**src/rtl/ext_limit_pkg.sv**
```systemverilog
package ext_limit_pkg;
  localparam int K_W = 5;

  typedef struct packed {
    logic           capture;
    logic [K_W-1:0] limK;
  } ctrlStrobes_t;
endpackage

```
**src/rtl/ext_limit_clamp.sv**
```systemverilog
module ext_limit_clamp #(
  parameter int IN_W  = 9,
  parameter int OUT_W = 8
) (
  input  logic signed [IN_W-1:0]                 din,
  input  logic [ext_limit_pkg::K_W-1:0]          limK,
  output logic signed [OUT_W-1:0]                dout
);
  localparam int EW = IN_W + 1;

  logic [EW-1:0]        span;
  logic signed [EW-1:0] hiV;
  logic signed [EW-1:0] loV;
  logic signed [EW-1:0] dinX;

  always_comb begin
    span = EW'(1) << limK;
    hiV  = signed'(span - EW'(1));
    loV  = -signed'(span);
    dinX = {din[IN_W-1], din};
    if (dinX > hiV)      dout = hiV[OUT_W-1:0];
    else if (dinX < loV) dout = loV[OUT_W-1:0];
    else                 dout = dinX[OUT_W-1:0];
  end
endmodule

```
**src/rtl/ext_limit_ctrl.sv**
```systemverilog
module ext_limit_ctrl
  import ext_limit_pkg::*;
#(
  parameter int CODE_W     = 2,
  parameter int K_MIN      = 5,
  parameter int K_MAX      = 7,
  parameter int RESET_CODE = 1
) (
  input  logic              clk,
  input  logic              rstN,
  input  logic              inValid,
  input  logic              cfgWr,
  input  logic [CODE_W-1:0] cfgCode,
  output ctrlStrobes_t      strb,
  output logic              outValid
);
  logic [CODE_W-1:0] codeReg;
  logic [K_W-1:0]    kSum;

  always_ff @(posedge clk) begin
    if (!rstN) begin
      codeReg  <= CODE_W'(RESET_CODE);
      outValid <= 1'b0;
    end else begin
      if (cfgWr) codeReg <= cfgCode;
      outValid <= inValid;
    end
  end

  always_comb begin
    kSum         = K_W'(K_MIN) + K_W'(codeReg);
    strb.capture = inValid;
    strb.limK    = (kSum > K_W'(K_MAX)) ? K_W'(K_MAX) : kSum;
  end
endmodule

```
**src/rtl/ext_limit_dp.sv**
```systemverilog
module ext_limit_dp
  import ext_limit_pkg::*;
#(
  parameter int DATA_W = 8
) (
  input  logic                     clk,
  input  logic                     rstN,
  input  ctrlStrobes_t             strb,
  input  logic signed [DATA_W-1:0] softIn,
  input  logic signed [DATA_W-1:0] extIn,
  output logic signed [DATA_W-1:0] extLim,
  output logic signed [DATA_W-1:0] outExt
);
  localparam int DIFF_W = DATA_W + 1;

  logic signed [DIFF_W-1:0] diff;
  logic signed [DATA_W-1:0] diffLim;

  ext_limit_clamp #(.IN_W(DATA_W), .OUT_W(DATA_W)) u_extClamp (
    .din (extIn),
    .limK(strb.limK),
    .dout(extLim)
  );

  assign diff = {softIn[DATA_W-1], softIn} - {extLim[DATA_W-1], extLim};

  ext_limit_clamp #(.IN_W(DIFF_W), .OUT_W(DATA_W)) u_diffClamp (
    .din (diff),
    .limK(strb.limK),
    .dout(diffLim)
  );

  always_ff @(posedge clk) begin
    if (!rstN)             outExt <= '0;
    else if (strb.capture) outExt <= diffLim;
  end
endmodule

```
**src/rtl/ext_limit_sub.sv**
```systemverilog
module ext_limit_sub
  import ext_limit_pkg::*;
#(
  parameter int DATA_W     = 8,
  parameter int CODE_W     = 2,
  parameter int K_MIN      = 5,
  parameter int RESET_CODE = 1
) (
  input  logic                     clk,
  input  logic                     rstN,
  input  logic                     inValid,
  input  logic signed [DATA_W-1:0] softIn,
  input  logic signed [DATA_W-1:0] extIn,
  input  logic                     cfgWr,
  input  logic [CODE_W-1:0]        cfgCode,
  output logic                     outValid,
  output logic signed [DATA_W-1:0] outExt
);
  localparam int K_MAX = DATA_W - 1;

  ctrlStrobes_t             strb;
  logic [K_W-1:0]           curK;
  logic signed [DATA_W-1:0] extLim;

  ext_limit_ctrl #(
    .CODE_W(CODE_W), .K_MIN(K_MIN), .K_MAX(K_MAX), .RESET_CODE(RESET_CODE)
  ) u_ctrl (
    .clk(clk), .rstN(rstN), .inValid(inValid), .cfgWr(cfgWr),
    .cfgCode(cfgCode), .strb(strb), .outValid(outValid)
  );

  ext_limit_dp #(.DATA_W(DATA_W)) u_dp (
    .clk(clk), .rstN(rstN), .strb(strb), .softIn(softIn), .extIn(extIn),
    .extLim(extLim), .outExt(outExt)
  );

  assign curK = strb.limK;
endmodule

```
**config.mk**
```make
export PLATFORM = sky130hd
export DESIGN_NAME = ext_limit_sub
export DESIGN_NICKNAME = d
export VERILOG_FILES = /design/src/rtl/ext_limit_pkg.sv /design/src/rtl/ext_limit_clamp.sv /design/src/rtl/ext_limit_ctrl.sv /design/src/rtl/ext_limit_dp.sv /design/src/rtl/ext_limit_sub.sv
export SDC_FILE = /design/constraint.sdc
export NUM_CORES = 1
export LEC_CHECK = 0
export ABC_CLOCK_PERIOD_IN_PS = 6320
export CAP_MARGIN = 20
export CORE_MARGIN = 2
export CORE_UTILIZATION = 55
export CTS_BUF_LIST = sky130_fd_sc_hd__clkbuf_2 sky130_fd_sc_hd__clkbuf_4 sky130_fd_sc_hd__clkbuf_8
export DETAILED_ROUTE_END_ITERATION = 7
export HOLD_SLACK_MARGIN = 0.12
export PLACE_DENSITY = 0.79
export SLEW_MARGIN = 5
export SYNTH_ARGS = -nofsm -noshare
export SYNTH_HDL_FRONTEND = slang
export SYNTH_HIERARCHICAL = 1
export SYNTH_SLANG_ARGS = --single-unit
```
**constraint.sdc**
```tcl
create_clock -name clk -period 6.32 [get_ports clk]
set_input_delay 0.632 -clock clk [delete_from_list [all_inputs] [get_ports clk]]
set_output_delay 0.632 -clock clk [all_outputs]
set_load 0.005 [all_outputs]
```
==> impl_results.md <==
- Finished Layout Cells: 422
- Nets: 443
- Kind of critical path: reg2reg
- IO Port Bufs: 30
- Fmax: 170 MHz
- DIE WIDTH: 72.9 um
- Top FF cell, synth: dfxtp_1
- CP startpoint: u_ctrl/codeReg[1]
- Cts bufs inserted: 3
- P_sw: 312 uW
- TritonCTS sink count: 11
- Clock slew at reported path FFs: 50 ps
- Clock share of power: 11.0%
- Design Power: 686 uW
- LEAKAGE: 0.00143 uW
- Status: complete, no violations
- Sequential share of the synthesized area: 8.43%
- Die height: 72.9 um
- Largest net degree at the start of global routing: 15
- Max VDD drop: 104 uV
- Post-Route Setup TNS: 0 ps
- Worst Path Required: 6450 ps
- Clk root buf: clkbuf_8
- Final Max Slew Viols: 0
- Mean post-synth cell area: 7.66 um2
- TritonRoute pass-1 iters: 6
- Comb power frac: 75.5%
- Post-DP HPWL: 5230 um
- Share of cells above drive strength 1: 10.1%
- Core ar.: 0.00466 mm2
- Hold crit path type: reg2reg
- Slowest cell on the critical path: or4_1
- Int Power: 374 uW
- Design area: 0.00302 mm2
- EDFF count, synth: 0
- Yosys reg bits: 11
- Setup Skew: 2.54 ps
- Worst r2r src: u_ctrl/codeReg[1]
- First-pass GRT wire length: 10,500 um
- CP most frequent cell: ha_1
- Final Routed Wirelength: 6400 um
- Cell variety after synth: 68
- I/O Pins: 31
- Part of the power in registers: 13.5%
- DIE AREA: 0.00532 mm2
- H-Tree Depth: 1
- Initial DRC Count: 184
- Power per Cell Area: 227 mW/mm2
- Final Cycle Share: 93.1%
- Synth Instances: 341
- Vias after detailed routing: 2,560
- Final min period: 5880 ps
- Crit path largest cell delay: 430 ps
- CP cell instances: or2_2, o21ai_0, a22oi_1, ha_1, nand2_2, o311ai_2, a41oi_4, mux2_1, nand3_1, inv_1, ha_1, nor2b_4, o31a_1, or4_1, o311ai_2, ha_1, nand4_1, nor3_2, a32o_1, or2_4, and2_1, a221o_1, mux2i_1, nor2b_1
- Area grow syn2layout: 15.6%
- Crit. End Element: register
- # rows: 25
- RSZ-0062 raised after global routing: false
- Dpl cells: 417
- Effective utilization at floorplan: 56.1%
- Antenna viol nets, final: 0
- Cell family with most CP delay: compound AO/OA/AOI/OAI gates
- RePlAce Congestion: 0.981
- Vias in the first global route: 2,358
- Ys async rst share: 0%
- Worst Min Path Start: u_ctrl/codeReg[0]
- DRC: 0
- Hold Fails Final Rpt: 0
- Bufs and invs on worst path: 1
- Vias per cell: 6.07
- Initial antenna violation count: 0
- Syn Std Cell Area: 0.00261 mm2
- Max Cap Viol: 0
- Total congestion overflow: 0
- Clock Tree Buf Depth: 2
- Area after DPL: 0.00294 mm2
- Antenna diodes: 0
- Kind of start point of the critical path: register
- Worst Path Arrival: 6010 ps
- R2R Setup Slk: 440 ps
- Worst skew pair latency: 240 ps
- Final setup violating endpoints: 0
- Synth Warn #: 6
- Switching portion of total power: 45.5%
- Average wire per standard cell: 15.2 um
- Worst Path Max Fanout: 9
- CTS tree: done
- GRT Resource Usage Total: 24.3%
-- through the flow --
| stage | hold WS, ps | worst slack, ps | util, % |
|---|---|---|---|
| after floorplan | 455 | 712 | - |
| after global placement | 484 | 307 | 63.2 |
| after detailed placement | 499 | 93.1 | 63.2 |
| after CTS | 511 | 192 | 64.2 |
| after global routing | 522 | 80.4 | 64.8 |
| final | 509 | 436 | 64.8 |
-- cell usage after synthesis (all sizes together) (2+ instances only) --
cell    instances  area (um2)
o221a           6        67.6
o21a            3        22.5
mux2i          14         140
buf             7        51.3
conb            2        7.51
or4             2        15.0
a22o            5        43.8
nand2          26         103
ha             51         638
nor3            7        40.0
or3             4        35.0
a221o           5        50.1
and2            4        25.0
nor2           30         130
o21ai          13        68.8
a221oi          2        23.8
or2             4        25.0
a21o            5        38.8
a41oi           2        36.3
o31ai           5        37.5
dfxtp          11         220
nand2b          7        43.8
xnor2           3        26.3
nand3           4        20.0
a22oi           3        22.5
o311ai          2        25.0
a21oi          20         100
nand4           5        31.3
inv            38         143
nor2b          14        95.1
o31a            2        17.5
a211oi          4        30.0
o211ai          3        22.5
xor2            2        17.5
nand3b          4        30.0
clkbuf          7        26.3
-- flip-flops by register name, summed over array words and instances (netlist names) --
register         flops
u_ctrl/codeReg       2
u_ctrl/outValid      1
u_dp/outExt          8
-- layer usage --
| metal | global-route usage (%) | wire length (um) |
|---|---|---|
| met1 | 33.7 | 3010 |
| met2 | 41.8 | 3010 |
| met3 | 2.35 | 327 |
| met4 | 3.29 | 52 |
| met5 | 0 | 0 |
-- final timing paths --
path	endpoint	depth (start not counted)
worst min register to register	u_ctrl/codeReg[0]	2
worst min-delay path	u_ctrl/codeReg[0]	2
worst max register to register	u_dp/outExt[5]	24
worst max-delay path	u_dp/outExt[5]	24
-- worst reg2reg max path, delay by kind of cell, from the launching register on --
kind,cells,cell delay (ps)
AO/OA/AOI/OAI,8,2070
AND/OR/NAND/NOR,10,1850
adder cells (fa/ha/maj),3,980
multiplexers,2,500
flip-flops,1,310
buffers and inverters,1,50
-- logic make-up after synthesis --
kind of cell | after synthesis | synth area share (%)
muxes | 15 | 5.79
DFF | 11 | 8.43
AOI/OAI and AO/OA | 88 | 25.9
xor gates and xnor gates | 5 | 1.68
adders and majority gates | 52 | 25.2
other | 2 | 0.287
buffers and inverters | 52 | 8.43
and+or+nand+nor | 116 | 24.3
-- final cells by class --
cell class / instances / area, um2
fill: 423 / 1640
multi-input combinational: 279 / 2200
timing repair buffer: 36 / 345
clock buffer: 4 / 48.8
inverter: 38 / 143
tap: 54 / 67.6
sequential: 11 / 220
-- power by group through the flow --
stage                     Sequential (uW)  Combinational (uW)  Clock, uW
after global placement               93.2                 476          0
after global routing                 94.0                 569       80.8
final                                92.6                 518       75.5
after detailed placement             93.8                 493          0
after floorplan                      94.2                 365          0
after CTS                            92.5                 496       77.3
-- timing repair --
item,CTS,global route
hold buffers,0,0
buffers inserted,0,1
hold endpoints to repair,0,0
endpoints found under the setup margin,0,7
resized for setup,0,4
-- cell usage in the layout (no fill, tap or decap), types with 5 or more instances in the layout --
cell             instances
o21ai_0                 11
o221a_1                  5
nor2b_1                 13
nor3_1                   6
a22o_1                   5
nor2_1                  27
nand2b_1                 7
a221o_1                  5
inv_1                   36
ha_1                    51
nand2_1                 24
nand4_1                  5
a21oi_1                 19
dfxtp_1                 11
mux2i_1                 14
clkdlybuf4s50_1         30
buf_4                    6
o31ai_1                  5
(Power assumes the default switching activity.)
